## src/rtl/e1a_pkg.sv

```systemverilog
package e1a_pkg;
   typedef enum logic [1:0] {
      ST_HUNT = 2'd0,
      ST_VER1 = 2'd1,
      ST_VER2 = 2'd2,
      ST_LOCK = 2'd3
   } align_state_t;

   localparam logic [6:0] E1A_WORD_DEFAULT = 7'b0011011;
endpackage

```

## src/rtl/e1a_bit_window.sv

```systemverilog
module e1a_bit_window #(
   parameter int WIN_BITS = 7
) (
   input  logic                clk,
   input  logic                rst_n,
   input  logic                bit_en,
   input  logic                rx_bit,
   output logic [WIN_BITS-1:0] win_next
);
   localparam int HIST_W = WIN_BITS - 1;

   logic [HIST_W-1:0] hist_q;

   initial begin
      assert (WIN_BITS >= 2) else $error("window must hold at least two bits");
   end

   assign win_next = {hist_q, rx_bit};

   always_ff @(posedge clk) begin
      if (!rst_n) begin
         hist_q <= '1;
      end else if (bit_en) begin
         hist_q <= win_next[HIST_W-1:0];
      end
   end


   win_hold_chk: assert property (@(posedge clk) disable iff (!rst_n)
      !bit_en |=> $stable(hist_q));
endmodule

```

## src/rtl/e1a_frame_timer.sv

```systemverilog
module e1a_frame_timer #(
   parameter int FRAME_BITS = 256,
   parameter int LOAD_POS   = 8
) (
   input  logic                          clk,
   input  logic                          rst_n,
   input  logic                          bit_en,
   input  logic                          load,
   output logic [$clog2(FRAME_BITS)-1:0] pos,
   output logic                          fas_frame
);
   localparam int POS_W = $clog2(FRAME_BITS);
   localparam logic [POS_W-1:0] LAST_POS = POS_W'(FRAME_BITS - 1);
   localparam logic [POS_W-1:0] LOAD_VAL = POS_W'(LOAD_POS);

   initial begin
      assert (LOAD_POS > 0 && LOAD_POS < FRAME_BITS) else $error("load position out of frame");
   end

   always_ff @(posedge clk) begin
      if (!rst_n) begin
         pos       <= '0;
         fas_frame <= 1'b0;
      end else if (bit_en) begin
         if (load) begin
            pos       <= LOAD_VAL;
            fas_frame <= 1'b1;
         end else if (pos == LAST_POS) begin
            pos       <= '0;
            fas_frame <= ~fas_frame;
         end else begin
            pos <= pos + 1'b1;
         end
      end
   end


   timer_hold_chk: assert property (@(posedge clk) disable iff (!rst_n)
      !bit_en |=> $stable(pos) && $stable(fas_frame));


   timer_wrap_chk: assert property (@(posedge clk) disable iff (!rst_n)
      bit_en && !load && pos == LAST_POS |=> pos == '0 && fas_frame != $past(fas_frame));
endmodule

```

## src/rtl/e1a_err_run.sv

```systemverilog
module e1a_err_run #(
   parameter int RUN_LIMIT = 3
) (
   input  logic clk,
   input  logic rst_n,
   input  logic clr,
   input  logic ok_ev,
   input  logic bad_ev,
   output logic run_done
);
   localparam int CNT_W = $clog2(RUN_LIMIT + 1);
   localparam logic [CNT_W-1:0] TOP_VAL = CNT_W'(RUN_LIMIT - 1);

   logic [CNT_W-1:0] cnt_q;

   initial begin
      assert (RUN_LIMIT >= 2) else $error("run limit must be at least two");
   end

   assign run_done = bad_ev && !clr && (cnt_q == TOP_VAL);

   always_ff @(posedge clk) begin
      if (!rst_n) begin
         cnt_q <= '0;
      end else if (clr || ok_ev || run_done) begin
         cnt_q <= '0;
      end else if (bad_ev) begin
         cnt_q <= cnt_q + 1'b1;
      end
   end


   run_range_chk: assert property (@(posedge clk) disable iff (!rst_n)
      cnt_q <= TOP_VAL);


   run_clear_chk: assert property (@(posedge clk) disable iff (!rst_n)
      ok_ev |=> cnt_q == '0);
endmodule

```

## src/rtl/e1_frame_align.sv

```systemverilog
module e1_frame_align
   import e1a_pkg::*;
#(
   parameter int               FRAME_BITS  = 256,
   parameter int               SLOT_BITS   = 8,
   parameter logic [6:0]       ALIGN_WORD  = E1A_WORD_DEFAULT,
   parameter int               LOSS_RUN    = 3,
   parameter bit               ALT_RULE_EN = 1'b1
) (
   input  logic                          clk,
   input  logic                          rst_n,
   input  logic                          bit_en,
   input  logic                          rx_bit,
   input  logic                          alt_mode,
   output logic                          in_sync,
   output logic                          frame_start,
   output logic [$clog2(FRAME_BITS)-1:0] bit_pos,
   output logic                          fas_frame
);
   localparam int POS_W     = $clog2(FRAME_BITS);
   localparam int WORD_W    = SLOT_BITS - 1;
   localparam int CHECK_POS = SLOT_BITS - 1;
   localparam int LOAD_POS  = SLOT_BITS;

   initial begin
      assert (SLOT_BITS == 8) else $error("alignment word is sized for 8-bit slots");
      assert (FRAME_BITS >= 2 * SLOT_BITS) else $error("frame shorter than two slots");
      assert (LOSS_RUN >= 2) else $error("loss run must be at least two");
   end

   logic [WORD_W-1:0] win_next;
   logic [POS_W-1:0]  pos_q;
   logic              fas_q;
   align_state_t      st_q, st_d;
   logic              chk, word_seen, b2_ok, load, locked;
   logic              word_done, b2_done;

   e1a_bit_window #(.WIN_BITS(WORD_W)) win_i (
      .clk(clk), .rst_n(rst_n), .bit_en(bit_en), .rx_bit(rx_bit),
      .win_next(win_next)
   );

   e1a_frame_timer #(.FRAME_BITS(FRAME_BITS), .LOAD_POS(LOAD_POS)) tmr_i (
      .clk(clk), .rst_n(rst_n), .bit_en(bit_en), .load(load),
      .pos(pos_q), .fas_frame(fas_q)
   );

   assign chk       = bit_en && (pos_q == POS_W'(CHECK_POS));
   assign word_seen = (win_next == ALIGN_WORD[WORD_W-1:0]);
   assign b2_ok     = win_next[WORD_W-1];
   assign locked    = (st_q == ST_LOCK);
   assign load      = (st_q == ST_HUNT) && bit_en && word_seen;

   e1a_err_run #(.RUN_LIMIT(LOSS_RUN)) word_run_i (
      .clk(clk), .rst_n(rst_n),
      .clr(!locked),
      .ok_ev(locked && chk && fas_q && word_seen),
      .bad_ev(locked && chk && fas_q && !word_seen),
      .run_done(word_done)
   );

   generate
      if (ALT_RULE_EN) begin : g_alt
         e1a_err_run #(.RUN_LIMIT(LOSS_RUN)) b2_run_i (
            .clk(clk), .rst_n(rst_n),
            .clr(!locked || !alt_mode),
            .ok_ev(locked && chk && !fas_q && b2_ok),
            .bad_ev(locked && chk && !fas_q && !b2_ok),
            .run_done(b2_done)
         );
      end else begin : g_noalt
         assign b2_done = 1'b0;
      end
   endgenerate

   always_comb begin
      st_d = st_q;
      unique case (st_q)
         ST_HUNT: if (load) st_d = ST_VER1;
         ST_VER1: if (chk) st_d = word_seen ? ST_HUNT : ST_VER2;
         ST_VER2: if (chk) st_d = word_seen ? ST_LOCK : ST_HUNT;
         ST_LOCK: if (word_done || b2_done) st_d = ST_HUNT;
         default: st_d = ST_HUNT;
      endcase
   end

   always_ff @(posedge clk) begin
      if (!rst_n) st_q <= ST_HUNT;
      else        st_q <= st_d;
   end

   assign in_sync     = locked;
   assign frame_start = locked && (pos_q == '0);
   assign bit_pos     = pos_q;
   assign fas_frame   = fas_q;


   sync_entry_chk: assert property (@(posedge clk) disable iff (!rst_n)
      $rose(in_sync) |-> $past(bit_en) && $past(pos_q) == POS_W'(CHECK_POS) && fas_q);


   loss_cause_chk: assert property (@(posedge clk) disable iff (!rst_n)
      $fell(in_sync) |-> $past(word_done || b2_done));


   mode_off_chk: assert property (@(posedge clk) disable iff (!rst_n)
      in_sync && !alt_mode && !word_done |=> in_sync);


   hunt_load_chk: assert property (@(posedge clk) disable iff (!rst_n)
      load |=> bit_pos == POS_W'(LOAD_POS) && fas_frame && st_q == ST_VER1);


   strobe_once_chk: assert property (@(posedge clk) disable iff (!rst_n)
      frame_start && bit_en |=> !frame_start);
endmodule

```

## config.mk

```make
export PLATFORM = sky130hd
export DESIGN_NAME = e1_frame_align
export DESIGN_NICKNAME = d
export VERILOG_FILES = /design/src/rtl/e1a_pkg.sv /design/src/rtl/e1a_bit_window.sv /design/src/rtl/e1a_frame_timer.sv /design/src/rtl/e1a_err_run.sv /design/src/rtl/e1_frame_align.sv
export SDC_FILE = /design/constraint.sdc
export NUM_CORES = 1
export LEC_CHECK = 0
export ABC_AREA = 1
export BUFFER_PORTS_ARGS = -buffer_cell sky130_fd_sc_hd__buf_4
export CAP_MARGIN = 20
export CORE_MARGIN = 4
export CORE_UTILIZATION = 60
export CTS_CLUSTER_DIAMETER = 100
export DETAILED_ROUTE_END_ITERATION = 12
export GPL_ROUTABILITY_DRIVEN = 0
export PLACE_DENSITY = 0.88
export SETUP_SLACK_MARGIN = 0.2
export SYNTH_ARGS = -nofsm -noshare
export SYNTH_HDL_FRONTEND = slang
export SYNTH_SLANG_ARGS = --single-unit
```

## constraint.sdc

```tcl
create_clock -name clk -period 3.2 [get_ports clk]
set_clock_uncertainty 0.05 [all_clocks]
set_input_delay 0.16 -clock clk [delete_from_list [all_inputs] [get_ports clk]]
set_output_delay 0.16 -clock clk [all_outputs]
set_load 0.01 [all_outputs]
```

After elaboration in Yosys (flattened, before gate mapping)

Cells that the tools add are included.

Word-level logic and storage cells: 68
Input bits: 5
Output and inout port bits: 11
Flip-flop bits (word level): 21

Bitwise gates (word level): 2
Add/subtract/negate cells: 3
Muxes and demuxes: 11
Equality and inequality tests: 12
Reductions and logical operators: 34

Operators with widths:

| cell                | count |
|---|---|
| $mux 8              | 2 |
| $logic_and 1x1->1   | 15 |
| $mux 2              | 6 |
| $add 8x1->8 const B | 1 |
| $eq 2x2->1 const B  | 4 |
| $eq 8x3->1 const B  | 1 |
| $eq 8x8->1 const B  | 1 |
| $logic_not 8->1     | 1 |
| $pmux 2 s4          | 1 |
| $eq 7x5->1 const B  | 1 |
| $logic_not 1->1     | 6 |
| $logic_or 1x1->1    | 6 |
| $ne 2x2->1 const B  | 3 |
| $add 2x1->2 const B | 2 |
| $reduce_and 4->1    | 1 |
| $reduce_or 2->1     | 2 |
| $eq 2x1->1 const B  | 1 |
| $logic_not 2->1     | 1 |
| $mux 1              | 2 |
| $ne 2x1->1 const B  | 1 |
| $not 1->1           | 2 |
| $reduce_and 2->1    | 1 |
| $reduce_bool 2->1   | 1 |

Longest topological paths before layout

Gate-level depths: netlist of run 1.

Depth in word-level cells: 10
Mapped depth: 10

Modules after synthesis

A second synthesis of run 1 with hierarchy kept.

Cells, all modules: 193
Area, all modules: 1222.4 um^2

By module, submodules not included:

| module          | cells each | times used | area an instance (um^2) | sequential area each (um^2) |
|---|---|---|---|---|
| e1a_frame_timer | 76         | 1          | 503.0                   | 180.2 |
| e1_frame_align  | 55         | 1          | 280.3                   | 40.0 |
| e1a_err_run     | 18         | 2          | 116.4                   | 40.0 |
| e1a_bit_window  | 26         | 1          | 206.4                   | 120.1 |

Worst setup path after synthesis of run 1

No wires, ideal clock.

Path kind: reg-to-reg
Start point: register tmr_i.pos[0]
End point: register st_q[0]
Required time: 3.041 ns
Setup time: 0.109 ns
Setup slack: 1.612 ns
Cell stages (with the launch flop): 11
Arrival time: 1.429 ns
Clock period less this slack: 1.588 ns
Path through: dfxtp_1 -> ha_1 -> nand2_2 -> nor2_4 -> nand3_4 -> nor2_4 -> nand3_1 -> nand3_1 -> nand3_1 -> nand2_1 -> inv_1

Cells in the longest elaborated chain, start to end: 10
Elaborated cells between the ends (all ways): 16

RTL lines:

| item                                                      | line                                       | text |
|---|---|---|
| from (decl)                                               | e1a_frame_timer.sv:9                       | `output logic [$clog2(FRAME_BITS)-1:0] pos,` |
| from (signal assigned)                                    | e1a_frame_timer.sv:32                      | `pos <= pos + 1'b1;` |
| $eq 8x3->1 *                                              | e1_frame_align.sv:48                       | `assign chk = bit_en && (pos_q == POS_W'(CHECK_POS));` |
| $logic_and 1x1->1 *                                       | e1_frame_align.sv:48                       |  |
| $logic_and 1x1->1                                         | e1_frame_align.sv:58, e1_frame_align.sv:68 |  |
| $logic_and 1x1->1, on equally long branches (2 in series) | e1_frame_align.sv:58, e1_frame_align.sv:68 |  |
| $logic_and 1x1->1 (2 in series)                           | e1a_err_run.sv:20                          | `assign run_done = bad_ev && !clr && (cnt_q == TOP_VAL);` |
| $logic_or 1x1->1                                          | e1_frame_align.sv:82                       | `ST_LOCK: if (word_done \|\| b2_done) st_d = ST_HUNT;` |
| $ne 2x1->1 (no line)                                      | --                                         |  |
| $reduce_and 4->1 (no line) *                              | --                                         |  |
| to (signal assigned)                                      | e1_frame_align.sv:89                       | `else st_q <= st_d;` |
| to (decl)                                                 | e1_frame_align.sv:34                       | `align_state_t st_q, st_d;` |

Every way passes the cells marked *; elsewhere a longest branch is shown, timed or not.
A chain may end at the register's enable or synchronous reset.

Worst setup path in the final report of run 1

Start point: register tmr_i.pos[1]
End point: register st_q[1]

Same word-level chain as after synthesis.

==> results.sh, run 1 <==
export IMPL_status="finished clean"
export IMPL_placed_cells=201
export IMPL_track_usage_pct=20.87
export IMPL_slowest_delay_ps=440
export IMPL_htreeDepth=1
export IMPL_reg2reg_slack_ps=1470
export IMPL_finalHoldViolCount=0
export IMPL_cp_required_ps=3380
export IMPL_holdBufCountCts=0
export IMPL_worstSetupEndpointType="flip-flop"
export IMPL_syn_to_final_growth_pct=11.64
export IMPL_netlist_area_um2=1194
export IMPL_post_drt_via_cell_ratio=5.449
export IMPL_cts_path_max_buffers=2
export IMPL_ir_drop_uv=302.7
export IMPL_relSlewSlack_pct=78.44
export IMPL_insertion_delay_ps=310
export IMPL_num_vias=1117
export IMPL_yosysTopAreaCell="dfxtp_1"
export IMPL_postRouteAntennaNets=0
export IMPL_grt_max_degree=21
export IMPL_grt_antenna_before_repair=0
export IMPL_cellLeakagePower_uw=0.0005365
export IMPL_synth_seq_cells=21
export IMPL_cts_buffers=3
export IMPL_worst_hold_slack_ps=30.59
export IMPL_start_util_pct=66.25
export IMPL_crit_chain="ha_1, nand2_2, nor2_4, nand3_4, nor2_4, nand3_1, nand3_1, nand3_1, nand2_1, inv_1"
export IMPL_clockRootBuffer="clkbuf_4"
export IMPL_dieArea_um2=2767
export IMPL_worstPathMaxFanout=5
export IMPL_fin_crit_ps=1731
export IMPL_power_density_nw_per_um2=331.3
export IMPL_num_rows=15
export IMPL_routed_wl_mm=2.496
export IMPL_crit_slowest_cell="dfxtp_1"
export IMPL_ctsResizeCount=0
export IMPL_power_total_uw=441.4
export IMPL_final_cells=205
export IMPL_fmax_ghz=0.5778
export IMPL_drt_first_pass_iters=4
export IMPL_dieWidth_um=52.60
export IMPL_finalSetupViolations=0
export IMPL_wl_per_cell_um=12.18
export IMPL_drv_slew=0
export IMPL_synthesis_nets=174
export IMPL_pin_count=16
export IMPL_final_cell_mix="nand2_1, dfxtp_1, inv_1, nand3_1, buf_4"
export IMPL_gr_total_overflow=0
export IMPL_cp_common_cell="nand3_1"
export IMPL_synthCells=165
export IMPL_diodes=0
export IMPL_grt_pass1_wl_mm=4.312
export IMPL_rsz0062_at_grt="no"
export IMPL_cts_sinks=21
export IMPL_place_ws_ps=1509
export IMPL_core_area_um2=1802
export IMPL_post_synth_top_area_fraction_pct=35.22
export IMPL_critPathBufInv=1
export IMPL_synth_seq_area_share_pct=35.22
export IMPL_synth_distinct_cells=30
export IMPL_start_kind="flip-flop"
export IMPL_cts_tree="built"
export IMPL_layout_commonest_cell="nand2_1"
export IMPL_setup_ws_ps=1469
export IMPL_worstHoldPathType="in -> reg"
export IMPL_max_cap_viol_count=0
export IMPL_n_fill_cell=155
export IMPL_fp_dieH_um=52.60
export IMPL_arrival_ps=1910
export IMPL_synthTopCellsByArea="dfxtp_1, nand2_1, nand3_1"
export IMPL_dp_hpwl_mm=2.007
export IMPL_setup_tns_final_ps=0
export IMPL_criticalPathCategory="reg -> reg"
export IMPL_period_share_pct=54.08
export IMPL_critical_path_top_delay_family="simple AND/OR/NAND/NOR gates"
export IMPL_portBuffers=15
export IMPL_drc=0
export IMPL_layout_drive_gt1_share_pct=20.00
export IMPL_yosys_warnings=0
export IMPL_tightest_slew_ps=323.0
export IMPL_cts_setup_buffers=0
export IMPL_grt_pass1_vias=1056
export IMPL_final_net_count=190
export IMPL_drt_first_iter_violations=37
export IMPL_path_clk_slew_ps=120
export IMPL_syn_avg_cell_area_um2=7.234
layout make-up:
| cell class | instances | area, µm² | share of cell area [%] |
|---|---|---|---|
| inverters | 25 | 95.09 | 7.136 |
| flip-flops and latches | 21 | 420.4 | 31.55 |
| multi-input cells | 115 | 646.9 | 48.54 |
| well taps | 25 | 31.28 | 2.347 |
| clock buffers | 4 | 26.28 | 1.972 |
| repair buffers | 15 | 112.6 | 8.451 |
logic make-up (layout without fill, tap and decap cells):
| family | count (synthesis) | in the layout | share of synthesized area [%] |
|---|---|---|---|
| AND/OR/NAND/NOR | 80 | 80 | 33.86 |
| AO/OA/AOI/OAI | 29 | 29 | 14.67 |
| buffers and inverters | 29 | 44 | 10.59 |
| flip-flops | 21 | 21 | 35.22 |
| adder cells (fa/ha/maj) | 4 | 4 | 4.193 |
| XOR/XNOR | 2 | 2 | 1.468 |
flip-flops by register name (all words and copies together), names as in the netlist:
name                  cells
g_alt.b2_run_i.cnt_q      2
tmr_i.pos                 8
tmr_i.fas_frame           1
st_q                      2
win_i.hist_q              6
word_run_i.cnt_q          2
power by group:
part / internal, µW / switching [µW]
Sequential: 268 / 6.29
Combinational: 13.3 / 22.0
Clock: 48.6 / 82.8
Yosys cell counts (all sizes together):
| library cell | instances |
|---|---|
| xor2 | 2 |
| a41oi | 1 |
| inv | 24 |
| o211ai | 4 |
| dfxtp | 21 |
| nor3 | 2 |
| clkinv | 1 |
| ha | 4 |
| clkbuf | 1 |
| nor2 | 17 |
| nand2 | 40 |
| nand4 | 2 |
| a211oi | 2 |
| o32ai | 1 |
| o21ai | 10 |
| a221oi | 1 |
| nand3 | 18 |
| a21oi | 10 |
| or2 | 1 |
| buf | 3 |
path summary, 6_finish.rpt:
path / from / endpoint / cells past startpoint
setup / recovery: tmr_i.pos[1]$_SDFFE_PN0P_ / st_q[1]$_SDFFE_PN0P_ / 10
hold / removal: rx_bit / win_i.hist_q[0]$_SDFFE_PN1P_ / 3
setup reg to reg: tmr_i.pos[1]$_SDFFE_PN0P_ / st_q[1]$_SDFFE_PN0P_ / 10
hold reg to reg: g_alt.b2_run_i.cnt_q[1]$_SDFFE_PP0N_ / g_alt.b2_run_i.cnt_q[1]$_SDFFE_PP0N_ / 2
metrics by stage:
stage	util, %	instance area [µm²]
2_1_floorplan	-	1194
3_3_place_gp	72.50	1306
3_5_place_dp	72.50	1306
4_1_cts	73.96	1333
5_1_grt	73.96	1333
6_report	73.96	1333
metal layers:
| layer | vias to the layer above | global-route usage (%) | part of all wire [%] | wire [µm] |
|---|---|---|---|---|
| li1 | 571 | - | - | - |
| met1 | 497 | 26.26 | 44 | 1087 |
| met2 | 43 | 33.06 | 47 | 1181 |
| met3 | 6 | 4.558 | 7.0 | 175 |
| met4 | 0 | 10.64 | 2.1 | 53 |
| met5 | - | 0 | 0 | 0 |
worst reg2reg max path: cells and delay by family, from the launching register on:
kind | cells | cell delay, ps
adders and majority gates | 1 | 240
buffers and inverters | 1 | 30
DFF | 1 | 440
and+or+nand+nor | 8 | 880
No activity file was read; power rests on OpenSTA's default activity.
==> run 2: changes to the inputs <==
--- a/config.mk
+++ b/config.mk
@@ -9,11 +9,11 @@
 export BUFFER_PORTS_ARGS = -buffer_cell sky130_fd_sc_hd__buf_4
 export CAP_MARGIN = 20
 export CORE_MARGIN = 4
-export CORE_UTILIZATION = 60
+export CORE_UTILIZATION = 50
 export CTS_CLUSTER_DIAMETER = 100
 export DETAILED_ROUTE_END_ITERATION = 12
 export GPL_ROUTABILITY_DRIVEN = 0
-export PLACE_DENSITY = 0.88
+export PLACE_DENSITY = 0.79
 export SETUP_SLACK_MARGIN = 0.2
 export SYNTH_ARGS = -nofsm -noshare
 export SYNTH_HDL_FRONTEND = slang
==> constraint.sdc (replaced) <==
create_clock -name clk -period 1.55 [get_ports clk]
set_clock_uncertainty 0.05 [all_clocks]
set_input_delay 0.0775 -clock clk [delete_from_list [all_inputs] [get_ports clk]]
set_output_delay 0.0775 -clock clk [all_outputs]
set_load 0.01 [all_outputs]
==> run 2 against run 1 <==
Effect of this change:
- design area up 18%
- count of clock-buffer cells in the layout shrank 1
- via count grew 8.6%
- critical path type unchanged
- critical endpoint is now g_alt.b2_run_i.cnt_q[1]$_SDFFE_PP0N_
- largest power group unchanged
- highest routed layer unchanged
==> results.sh, run 2 (synthesis gave the netlist of run 1 again) <==
export IMPL_setup_ws_ps=30.31
export IMPL_layout_drive_gt1_share_pct=35.53
export IMPL_track_usage_pct=18.02
export IMPL_relSlewSlack_pct=82.67
export IMPL_grt_pass1_vias=1076
export IMPL_status="finished clean"
export IMPL_clockRootBuffer="clkbuf_4"
export IMPL_pin_count=16
export IMPL_drt_first_iter_violations=43
export IMPL_hold_start="bit_en"
export IMPL_fmax_ghz=0.6580
export IMPL_reg2reg_slack_ps=30
export IMPL_critical_path_top_delay_family="simple AND/OR/NAND/NOR gates"
export IMPL_cts_tree="built"
export IMPL_period_share_pct=98.04
export IMPL_worstSetupEndpointType="flip-flop"
export IMPL_power_total_uw=953.0
export IMPL_wl_per_cell_um=13.13
export IMPL_cts_buffers=3
export IMPL_p_clk_share_pct=30.6
export IMPL_power_density_nw_per_um2=606.0
export IMPL_worst_hold_path_num_cells=3
export IMPL_largestRegisters="tmr_i.pos x8, win_i.hist_q x6"
export IMPL_diodes=0
export IMPL_fin_crit_ps=1520
export IMPL_dieArea_um2=3233
export IMPL_seqPwrFrac_pct=59.4
export IMPL_arrival_ps=1730
export IMPL_final_net_count=207
export IMPL_path_clk_slew_ps=140
export IMPL_p_int_uw=692.2
export IMPL_gr_total_overflow=0
export IMPL_grt_max_degree=21
export IMPL_fp_dieH_um=56.86
export IMPL_finalHoldViolCount=0
export IMPL_worst_hold_slack_ps=65.91
export IMPL_place_ws_ps=46.57
export IMPL_final_core_util_pct=70.42
export IMPL_insertion_delay_ps=320
export IMPL_crit_slowest_cell="dfxtp_4"
export IMPL_stdcell_area_um2=1573
export IMPL_portBuffers=15
export IMPL_cts_path_max_buffers=2
export IMPL_finalSetupViolations=0
export IMPL_worstPathMaxFanout=4
export IMPL_drt_first_pass_iters=5
export IMPL_cp_required_ps=1760
export IMPL_syn_to_final_growth_pct=31.76
export IMPL_drc=0
export IMPL_worstHoldPathType="in -> reg"
export IMPL_rr_startpoint="tmr_i.pos[1]$_SDFFE_PN0P_"
export IMPL_postRouteAntennaNets=0
export IMPL_cts_sinks=21
export IMPL_post_drt_via_cell_ratio=5.391
export IMPL_dp_hpwl_mm=2.080
export IMPL_criticalPathCategory="reg -> reg"
export IMPL_num_vias=1213
export IMPL_largest_reg_flops=8
export IMPL_crit_chain="ha_4, nand2_4, nor2_4, nand3_4, nor2_4, nand2_2, or2_1, a21oi_2"
export IMPL_max_cap_viol_count=0
export IMPL_routed_wl_mm=2.954
export IMPL_drv_slew=0
export IMPL_hold_end="tmr_i.pos[0]$_SDFFE_PN0P_"
export IMPL_core_area_um2=2233
export IMPL_power_share_switching_pct=27.37
export IMPL_cp_common_cell="nor2_4"
export IMPL_start_util_pct=53.45
export IMPL_num_rows=17
export IMPL_grt_pass1_wl_mm=4.733
export IMPL_htreeDepth=1
export IMPL_combPwrFrac_pct=10.0
export IMPL_rsz0062_at_grt="yes"
export IMPL_slowest_delay_ps=400
export IMPL_switchingPower_uw=260.8
export IMPL_dpl_instance_area_um2=1354
export IMPL_regMostFlops="tmr_i.pos"
export IMPL_ir_drop_uv=740.2
export IMPL_reg2reg_to="g_alt.b2_run_i.cnt_q[1]$_SDFFE_PP0N_"
export IMPL_r2r_cells=8
export IMPL_start_kind="flip-flop"
export IMPL_tightest_slew_ps=258.3
export IMPL_layout_commonest_cell="nand2_1"
export IMPL_dieWidth_um=56.86
export IMPL_critPathBufInv=0
export IMPL_final_cell_mix="nand2_1, buf_4, inv_1, dfxtp_1, nand3_1"
export IMPL_grt_antenna_before_repair=0
export IMPL_cellLeakagePower_uw=0.0006370
## run 2: changes by cell type in the layout (fill, tap and decap cells not counted), sizes merged
cell,previous run,this run
dlygate4sd3,0,4
buf,15,28
clkbuf,4,3
clkinvlp,0,1
## run 2: repair_timing
item,in CTS,in global routing
pin swaps,3,3
hold endpoints to repair,3,1
setup buffers,6,6
hold buffers,3,1
resized for setup,12,8
endpoints found under the setup margin,15,16
## run 2: worst max-delay path by stage
stage,startpoint,slack [ps],endpoint,depth (start not counted)
final,tmr_i.pos[1]$_SDFFE_PN0P_,30,g_alt.b2_run_i.cnt_q[1]$_SDFFE_PP0N_,8
after detailed placement,tmr_i.pos[0]$_SDFFE_PN0P_,50,st_q[0]$_SDFFE_PN0P_,10
after global placement,tmr_i.pos[0]$_SDFFE_PN0P_,60,st_q[1]$_SDFFE_PN0P_,10
after CTS,tmr_i.pos[1]$_SDFFE_PN0P_,50,g_alt.b2_run_i.cnt_q[1]$_SDFFE_PP0N_,8
after global routing,tmr_i.pos[1]$_SDFFE_PN0P_,-30,st_q[0]$_SDFFE_PN0P_,10
after floorplan,tmr_i.pos[1]$_SDFFE_PN0P_,170,g_alt.b2_run_i.cnt_q[1]$_SDFFE_PP0N_,8
## run 2: worst register-to-register path, stage by stage, from the launching register on
cell and delay (ps):
dfxtp_4 400, ha_4 170, nand2_4 60, nor2_4 130, nand3_4 110, nor2_4 130
nand2_2 80, or2_1 220, a21oi_2 120
## run 2: final cells by class
type | count | area (µm²)
inverters | 25 | 95.09
flip-flops and latches | 21 | 434.2
fillers | 169 | 660.6
well taps | 28 | 35.03
multi-input cells | 115 | 724.4
repair buffers | 32 | 254.0
clock buffers | 3 | 22.52
clock inverters | 1 | 7.507
## run 2: through the flow
stage	TNS, ps	std cells
floorplan	0	165
global placement	0	205
detailed placement	0	205
CTS	0	218
global route	-125.6	225
finish	0	225
## run 2: power groups by stage
stage | logic [µW] | registers [µW] | clock network, µW
floorplan | 48.6 | 579 | 0
global placement | 70.8 | 580 | 0
detailed placement | 74.7 | 581 | 0
CTS | 90.8 | 567 | 289
global route | 105 | 569 | 312
finish | 95.3 | 567 | 291
## run 2: routing by layer
layer	wire, µm	track usage (%)	vias up
li1	-	-	606
met1	1390	23.58	578
met2	1420	29.37	23
met3	103	3.908	6
met4	40	5.629	0
met5	0	0	-
